==> config.mk <==
export PLATFORM = sky130hd
export DESIGN_NAME = sport_bus_regs
export DESIGN_NICKNAME = d
export VERILOG_FILES = /design/src/rtl/sport_pkg.sv /design/src/rtl/sport_rdseq.sv /design/src/rtl/sport_txbuf.sv /design/src/rtl/sport_rxbuf.sv /design/src/rtl/sport_bus_regs.sv
export SDC_FILE = /design/constraint.sdc
export NUM_CORES = 1
export LEC_CHECK = 0
export ABC_AREA = 1
export BUFFER_PORTS_ARGS = -buffer_cell sky130_fd_sc_hd__buf_2
export CAP_MARGIN = 5
export CORE_ASPECT_RATIO = 1.25
export CORE_MARGIN = 1.5
export CORE_UTILIZATION = 51
export CTS_CLUSTER_DIAMETER = 30
export DETAILED_ROUTE_END_ITERATION = 6
export GPL_TIMING_DRIVEN = 0
export HOLD_SLACK_MARGIN = 0.03
export PLACE_DENSITY_LB_ADDON = 0.12
export SYNTH_ARGS = -nofsm -noshare
export SYNTH_HDL_FRONTEND = slang
export SYNTH_SLANG_ARGS = --single-unit
==> constraint.sdc <==
create_clock -name clk -period 2.02 [get_ports clk]
set_input_delay 0.404 -clock clk [delete_from_list [all_inputs] [get_ports clk]]
set_output_delay 0.404 -clock clk [all_outputs]
set_load 0.005 [all_outputs]
==> src/rtl/sport_pkg.sv <==
package sport_pkg;

    localparam int BYTE_W = 8;

    // read-sequence FSM: was the control address read last cycle
    typedef enum logic {
        RS_IDLE  = 1'b0,
        RS_ARMED = 1'b1
    } rdseq_e;

    // transmit buffer occupancy
    typedef enum logic {
        TB_EMPTY = 1'b0,
        TB_FULL  = 1'b1
    } txbuf_e;

    // which source drives the read data this cycle
    typedef enum logic [1:0] {
        RD_NONE = 2'd0,
        RD_DATA = 2'd1,
        RD_DIV  = 2'd2,
        RD_CTL  = 2'd3
    } rdsel_e;

    function automatic logic [BYTE_W-1:0] char_mask(input logic [2:0] size_code);
        logic [BYTE_W-1:0] m;
        unique case (size_code)
            3'd0:    m = 8'h1F;
            3'd1:    m = 8'h3F;
            3'd2:    m = 8'h7F;
            default: m = 8'hFF;
        endcase
        return m;
    endfunction

endpackage

==> src/rtl/sport_rdseq.sv <==
module sport_rdseq
    import sport_pkg::*;
(
    input  logic clk,
    input  logic rst_n,
    input  logic ctl_rd,
    output logic armed
);

    rdseq_e state_q, state_d;

    always_ff @(posedge clk) begin
        if (!rst_n) state_q <= RS_IDLE;
        else        state_q <= state_d;
    end

    // IDLE -> ARMED on a control read; ARMED stays on another, else back to IDLE
    always_comb begin
        state_d = state_q;
        unique case (state_q)
            RS_IDLE:  if (ctl_rd)  state_d = RS_ARMED;
            RS_ARMED: if (!ctl_rd) state_d = RS_IDLE;
        endcase
    end

    always_comb begin
        armed = (state_q == RS_ARMED);
    end

endmodule

==> src/rtl/sport_txbuf.sv <==
module sport_txbuf
    import sport_pkg::*;
(
    input  logic              clk,
    input  logic              rst_n,
    input  logic              wr_req,
    input  logic              tx_en,
    input  logic              ack,
    input  logic [BYTE_W-1:0] wdata_m,
    output logic [BYTE_W-1:0] tx_data,
    output logic              tx_empty,
    output logic              tx_load
);

    txbuf_e            state_q, state_d;
    logic [BYTE_W-1:0] buf_q;
    logic              load_q;
    logic              accept;

    assign accept = wr_req && (state_q == TB_EMPTY);

    always_ff @(posedge clk) begin
        if (!rst_n) begin
            state_q <= TB_EMPTY;
            buf_q   <= '0;
            load_q  <= 1'b0;
        end else begin
            state_q <= state_d;
            load_q  <= accept && tx_en;
            if (accept) buf_q <= wdata_m;
        end
    end

    // EMPTY -> FULL on an accepted write; FULL -> EMPTY on acknowledge
    always_comb begin
        state_d = state_q;
        unique case (state_q)
            TB_EMPTY: if (accept) state_d = TB_FULL;
            TB_FULL:  if (ack)    state_d = TB_EMPTY;
        endcase
    end

    always_comb begin
        tx_data  = buf_q;
        tx_empty = (state_q == TB_EMPTY);
        tx_load  = load_q;
    end

endmodule

==> src/rtl/sport_rxbuf.sv <==
module sport_rxbuf
    import sport_pkg::*;
(
    input  logic              clk,
    input  logic              rst_n,
    input  logic              push,
    input  logic [BYTE_W-1:0] din_m,
    output logic [BYTE_W-1:0] rx_data
);

    logic [BYTE_W-1:0] buf_q;

    always_ff @(posedge clk) begin
        if (!rst_n)    buf_q <= '0;
        else if (push) buf_q <= din_m;
    end

    assign rx_data = buf_q;

endmodule

==> src/rtl/sport_bus_regs.sv <==
module sport_bus_regs
    import sport_pkg::*;
#(
    parameter int            AW        = 6,
    parameter logic [AW-1:0] DATA_ADDR = 6'h0C,
    parameter logic [AW-1:0] CTRL_ADDR = 6'h20,
    parameter logic [6:0]    CTL_RST   = 7'h03
) (
    input  logic          clk,
    input  logic          rst_n,
    input  logic [AW-1:0] bus_addr,
    input  logic          bus_rd,
    input  logic          bus_wr,
    input  logic [7:0]    bus_wdata,
    output logic [7:0]    bus_rdata,
    input  logic          tx_en,
    input  logic          tx_ack,
    input  logic          rx_push,
    input  logic [7:0]    rx_byte,
    output logic [7:0]    tx_data,
    output logic          tx_load,
    output logic          tx_empty,
    output logic [6:0]    baud_hi,
    output logic [6:0]    frame_ctl
);

    localparam int LOW_W = BYTE_W - 1;

    logic             hit_data, hit_ctrl;
    logic             ctl_rd, armed;
    logic [LOW_W-1:0] div_q, ctl_q;
    logic [BYTE_W-1:0] mask, rx_data;
    rdsel_e           rsel;

    assign hit_data = (bus_addr == DATA_ADDR);
    assign hit_ctrl = (bus_addr == CTRL_ADDR);
    assign ctl_rd   = bus_rd && hit_ctrl;
    assign mask     = char_mask(ctl_q[2:0]);

    // control-address writes, steered by the top data bit
    always_ff @(posedge clk) begin
        if (!rst_n) begin
            div_q <= '0;
            ctl_q <= CTL_RST;
        end else if (bus_wr && hit_ctrl) begin
            if (bus_wdata[BYTE_W-1]) ctl_q <= bus_wdata[LOW_W-1:0];
            else                     div_q <= bus_wdata[LOW_W-1:0];
        end
    end

    sport_rdseq u_rdseq (
        .clk   (clk),
        .rst_n (rst_n),
        .ctl_rd(ctl_rd),
        .armed (armed)
    );

    sport_txbuf u_txbuf (
        .clk     (clk),
        .rst_n   (rst_n),
        .wr_req  (bus_wr && hit_data),
        .tx_en   (tx_en),
        .ack     (tx_ack),
        .wdata_m (bus_wdata & mask),
        .tx_data (tx_data),
        .tx_empty(tx_empty),
        .tx_load (tx_load)
    );

    sport_rxbuf u_rxbuf (
        .clk    (clk),
        .rst_n  (rst_n),
        .push   (rx_push),
        .din_m  (rx_byte & mask),
        .rx_data(rx_data)
    );

    // read source selection
    always_comb begin
        rsel = RD_NONE;
        if (bus_rd && hit_data)      rsel = RD_DATA;
        else if (ctl_rd && armed)    rsel = RD_CTL;
        else if (ctl_rd)             rsel = RD_DIV;
    end

    always_comb begin
        unique case (rsel)
            RD_DATA: bus_rdata = rx_data;
            RD_DIV:  bus_rdata = {1'b0, div_q};
            RD_CTL:  bus_rdata = {1'b1, ctl_q};
            default: bus_rdata = '0;
        endcase
    end

    assign baud_hi   = div_q;
    assign frame_ctl = ctl_q;

endmodule

After elaboration in Yosys (flattened, before gate mapping)
Cells that the tools add are included.
{"block": "classes", "n_addsub": 0, "n_mul": 0, "n_div": 0, "order_cmp": 0, "eq_ne": 7, "n_shift": 0, "muxes": 9, "bitwise": 4, "n_reduce_logical": 10}
{"cell": "$pmux W8 S3", "n": 2}
{"cell": "$and A8 B8 Y8", "n": 2}
{"cell": "$logic_and A1 B1 Y1", "n": 7}
{"cell": "$eq A6 B4 Y1 const B", "n": 1}
{"cell": "$eq A6 B6 Y1 const B", "n": 1}
{"cell": "$mux W2", "n": 3}
{"cell": "$eq A2 B2 Y1 const B", "n": 2}
{"cell": "$reduce_and A2 Y1", "n": 2}
{"cell": "$eq A3 B1 Y1 const B", "n": 1}
{"cell": "$eq A3 B2 Y1 const B", "n": 1}
{"cell": "$logic_not A3 Y1", "n": 1}
{"cell": "$mux W1", "n": 3}
{"cell": "$eq A2 B1 Y1 const B", "n": 1}
{"cell": "$not A1 Y1", "n": 2}
{"cell": "$pmux W1 S2", "n": 1}
{"block": "totals", "reg_bits": 33, "latchBits": 0, "ram_bits": 0, "rom_bits": 0, "input_bits": 29, "out_inout_bits": 32, "elab_cells": 37, "memories": 0}

Logic depth before layout (Yosys ltp)
{"block": "logic_depth", "depth_word": 7, "depth_mapped": 8, "ltp_nobuf": 7}

Hierarchy
From an unflattened synthesis, not the netlist that was laid out.
{"block": "hier_totals", "hier_cells": 262, "hier_area_um2": 1779.2}
{"mod": "sport_bus_regs", "n_inst": 1, "cells_each": 147, "area_each_um2": 975.9}
{"mod": "sport_txbuf", "n_inst": 1, "cells_each": 61, "area_each_um2": 419.2}
{"mod": "sport_rxbuf", "n_inst": 1, "cells_each": 51, "area_each_um2": 356.6}
{"mod": "sport_rdseq", "n_inst": 1, "cells_each": 3, "area_each_um2": 27.5}

Worst setup path before layout
OpenSTA, ideal clock, no wires.
{"block": "synth_timing", "path_kind": "input port to output port", "startpoint": "in bus_addr[3]", "endpoint": "out bus_rdata[2]", "arrival_time_ps": 1086, "required_ps": 1616, "setup_slack_ps": 530, "path_stages": 6, "path_buffers": 1, "cell_sequence": "nor2_2 -> nand3_2 -> nor2_4 -> buf_4 -> nand3_1 -> nand3_1"}
{"block": "synth_between", "elab_chain_len": 7, "elab_cells_between_ends": 12, "classes_between": "eq/ne: 5; mux: 4; reduce/logical: 3"}
{"item": "from (decl)", "line_no": "sport_bus_regs.sv:11", "text": "input logic [AW-1:0] bus_addr,"}
{"item": "$eq A6 B6 Y1", "line_no": "sport_bus_regs.sv:36", "text": "assign hit_ctrl = (bus_addr == CTRL_ADDR);"}
{"item": "$logic_and A1 B1 Y1", "line_no": "sport_bus_regs.sv:37", "text": "assign ctl_rd = bus_rd && hit_ctrl;"}
{"item": "$mux W2 or $logic_and A1 B1 Y1 (tied branches)", "line_no": "sport_bus_regs.sv:83, sport_bus_regs.sv:82"}
{"item": "$mux W2", "line_no": "sport_bus_regs.sv:82", "text": "else if (ctl_rd && armed) rsel = RD_CTL;"}
{"item": "$mux W2 *", "line_no": "sport_bus_regs.sv:81", "text": "if (bus_rd && hit_data) rsel = RD_DATA;"}
{"item": "$eq A2 B2 Y1 or $eq A2 B1 Y1 (tied branches)", "line_no": "sport_bus_regs.sv:87", "text": "unique case (rsel)"}
{"item": "$pmux W8 S3 *", "line_no": "sport_bus_regs.sv:87"}
{"item": "to (decl)", "line_no": "sport_bus_regs.sv:15", "text": "output logic [7:0] bus_rdata,"}
Mark *: on every way between the ends. The rest lies on a longest branch, timed or not.

Worst setup path after layout
{"block": "layout_timing", "startpoint": "in bus_addr[1]", "endpoint": "out bus_rdata[5]"}
The elaborated chain is that of the path after synthesis.

==> results.md <==
- Actual slew at the worst max-slew pin: around 480 ps
- Ratio of final minimum period to clock period: just over 90%
- Post-synthesis cell type count: 17
- Min-Delay Endpoint: u_txbuf.tx_load
- M1 wire length: between 1500 and 2000 um
- Max Freq: ~0.54 GHz
- Sequential Area: between 600 and 700 um^2
- CTS tree: built
- Dpl hpwl: between 2000 and 3000 um
- Reg-to-Reg Start: u_txbuf.state_q
- RSZ-0062 raised after global routing: no
- Routed length on met2: about 1800 um
- Pwr/cell area: about 600 nW/um^2
- Crit path cell chain: buf_2, nor2_4, nand3_2, nor2_2, nand2_1, nand3_1, buf_2
- Initial Util: between 50% and 60%
- Synth warn: 0
- Crit path arrival time: 1450 ps
- Iteration-0 DRC Markers: 37
- Worst hold start: tx_en
- Placeable Area: between 2000 and 3000 um^2
- Syn nets: 259
- Worst path most repeated cell: buf_2
- GR Overflow Total: 0
- CP Max Fanout: 8
- Hold depth: 3
- Routed Antenna Nets: 0
- Antenna violations before repair: 0
- Die width: about 52 um
- Vias in the first global route: approximately 1500
- CP required: ~1600 ps
- Residual DRC: 0
- N_diodes: 0
- MaxCap Viol Count: 0
- Delay-heaviest family, CP: simple AND/OR/NAND/NOR gates
- Final Hold Viols: 0
- R2R depth: 7
- Placed insts: 325
- CTS buffer count: 5
- R2r setup slk: 940 ps
- Clock sink count: 33
- Worst setup startpoint: bus_addr[1]
- Root cell of the clock tree: clkbuf_4
- Worst min path class: in2reg
- First-pass DRT Iterations: 4
- Area delta synth->final: 25.44%
- Top Metal Used: met4
- Tot GR Track Use: about a quarter
- Largest net degree at the start of global routing: 11
- Post-synthesis sequential area ratio: 42.51%
- Final hold slack: between 200 and 300 ps
- Routability Congestion: ~0.81
- I/O Pins: 61
- H-Tree Depth: 2
- Worst path bufs/invs: 2
- Clock Tree Buf Depth: 2
- Layout fillers: 289
- FF+latch count, synth: 33
- R2r endpoint: u_txbuf.tx_data[5]
- First-pass GRT wire length: approximately 6500 um
- DR vias: approximately 1600
- Outcome: finished, final reports clean
- VDD IR max: 0.0005590 V
- Hold buffers post-CTS: 0
- Clock skew: between 7 and 8 ps
- Clock-pin slew on the worst setup and hold paths: 90 ps
- Leakage: slightly below 1 nW
- Final setup violation count: 0
- Area taken by multi-input logic gates: about 760 um^2
- Setup TNS: 0 ps
- Setup bufs post-CTS: 0
- Synth Cell Area: roughly 1600 um^2
- Final wirelength: 3828 um
- Synthesized area per cell: slightly below 7 um^2
- Max_slew headroom: between 60% and 70%
- CP max stage delay: 310 ps
- Port Buffers: between 50 and 60
- Met3 WL: 217 um
- Min cycle time layout: between 1500 and 2000 ps
- Vias per cell: 4.979
- Crit end category: output port
- Max-slew violations: 0
- Setup Crit Path Kind: in2out
- Layout Cells excl Fill: about 330
- Fraction of layout cells with a size suffix above 1: 27.80%
- CP max-delay cell: nor2_2
- Nets: roughly 320
- Die height: 64.72 um
- Die ar.: 3389 um^2
- Worst-Skew Late Latency: around 340 ps
- Core Rows: 22
- Mapped Cells: 230
- Critical path startpoint category: input pin
- Routed length per instance: 11.56 um
-- per-layer routing --
layer  track usage [%]  vias up
met5                 0        -
met3             7.373        4
met1             32.80      725
met2             41.41       44
li1                  -      875
met4             7.692        0
-- area by class of cell --
class                   count  share of cell area (%)
multi-input cells         166                   39.22
flip-flops and latches     33                   33.89
repair buffers             59                   15.15
inverters                  20                   3.851
clock buffers               6                   2.632
plain buffers              10                   2.567
well taps                  36                   2.311
clock inverters             1                  0.3851
-- sequential cells by signal (all words and copies together), names as in the netlist --
signal           cells
u_rxbuf.rx_data      8
u_txbuf.tx_data      8
baud_hi              7
frame_ctl            7
u_rdseq.armed        1
u_txbuf.state_q      1
u_txbuf.tx_load      1
-- through the flow --
stage / util, % / total power (W) / instance area (um^2) / setup WS [ps]
2_1_floorplan: - / 0.0007449 / 1554 / 530.1
3_3_place_gp: 64.92 / 0.0007944 / 1894 / 152.8
3_5_place_dp: 64.92 / 0.0007959 / 1894 / 172.5
4_1_cts: 66.94 / 0.001170 / 1953 / 54.62
5_1_grt: 66.81 / 0.001219 / 1949 / 52.48
6_report: 66.81 / 0.001169 / 1949 / 170.7
-- tightest hold or removal path: stages --
cell     delay (ps)
buf_2           100
nand2_1          50
nor2_1           30
-- placed cells by master (no fill, tap or decap) --
master and instances:
nand2_1 38, nor2_1 59, dfxtp_1 33, clkbuf_8 1, clkinvlp_4 1, buf_1 2, inv_2 1, o21ai_1 5
o21ai_0 11, buf_4 3, inv_1 19, clkbuf_4 5, nand4_1 15, nand3_2 2, nor2_2 6, a21oi_1 3
clkbuf_1 4, nor2_4 3, buf_2 60, nand3_1 24
-- cells in the mapped netlist --
library cell,n,area share [%]
nand4_1,15,6.0
dfxtp_1,33,43
inv_2,1,0.24
clkbuf_1,5,1.2
nand2_1,38,9.2
buf_2,1,0.32
nand3_1,24,7.7
nand3_2,2,1.3
o21ai_1,5,1.6
nor2_2,6,2.4
buf_1,2,0.48
inv_1,19,4.6
nor2_4,3,2.2
o21ai_0,11,3.5
nor2_1,59,14
a21oi_1,3,0.97
buf_4,3,1.4
-- timing repair --
item | in CTS | in global routing
resized for setup | 0 | 0
endpoints found under the hold margin | 0 | 0
setup endpoints to repair | 0 | 7
-- logic make-up after synthesis --
group | after synthesis | synth area share [%]
simple gates | 147 | 43.08
flops | 33 | 42.51
buf+inv | 31 | 8.293
compound gates | 19 | 6.118
-- power by group --
group          leakage, nW  switching [W]  total, W  internal (W)
Combinational        0.697      0.0000672  0.000110     0.0000425
Sequential           0.268     0.00000757  0.000671      0.000664
Clock               0.0303       0.000225  0.000388      0.000163
-- worst max path at each step --
stage / end / slack [ps] / depth (start not counted)
after floorplan: bus_rdata[2] / 530 / 6
after global placement: bus_rdata[7] / 150 / 7
after detailed placement: bus_rdata[5] / 170 / 7
after CTS: bus_rdata[0] / 50 / 7
after global routing: bus_rdata[2] / 50 / 6
final: bus_rdata[5] / 170 / 7
Power figures use the tool's default switching activity.
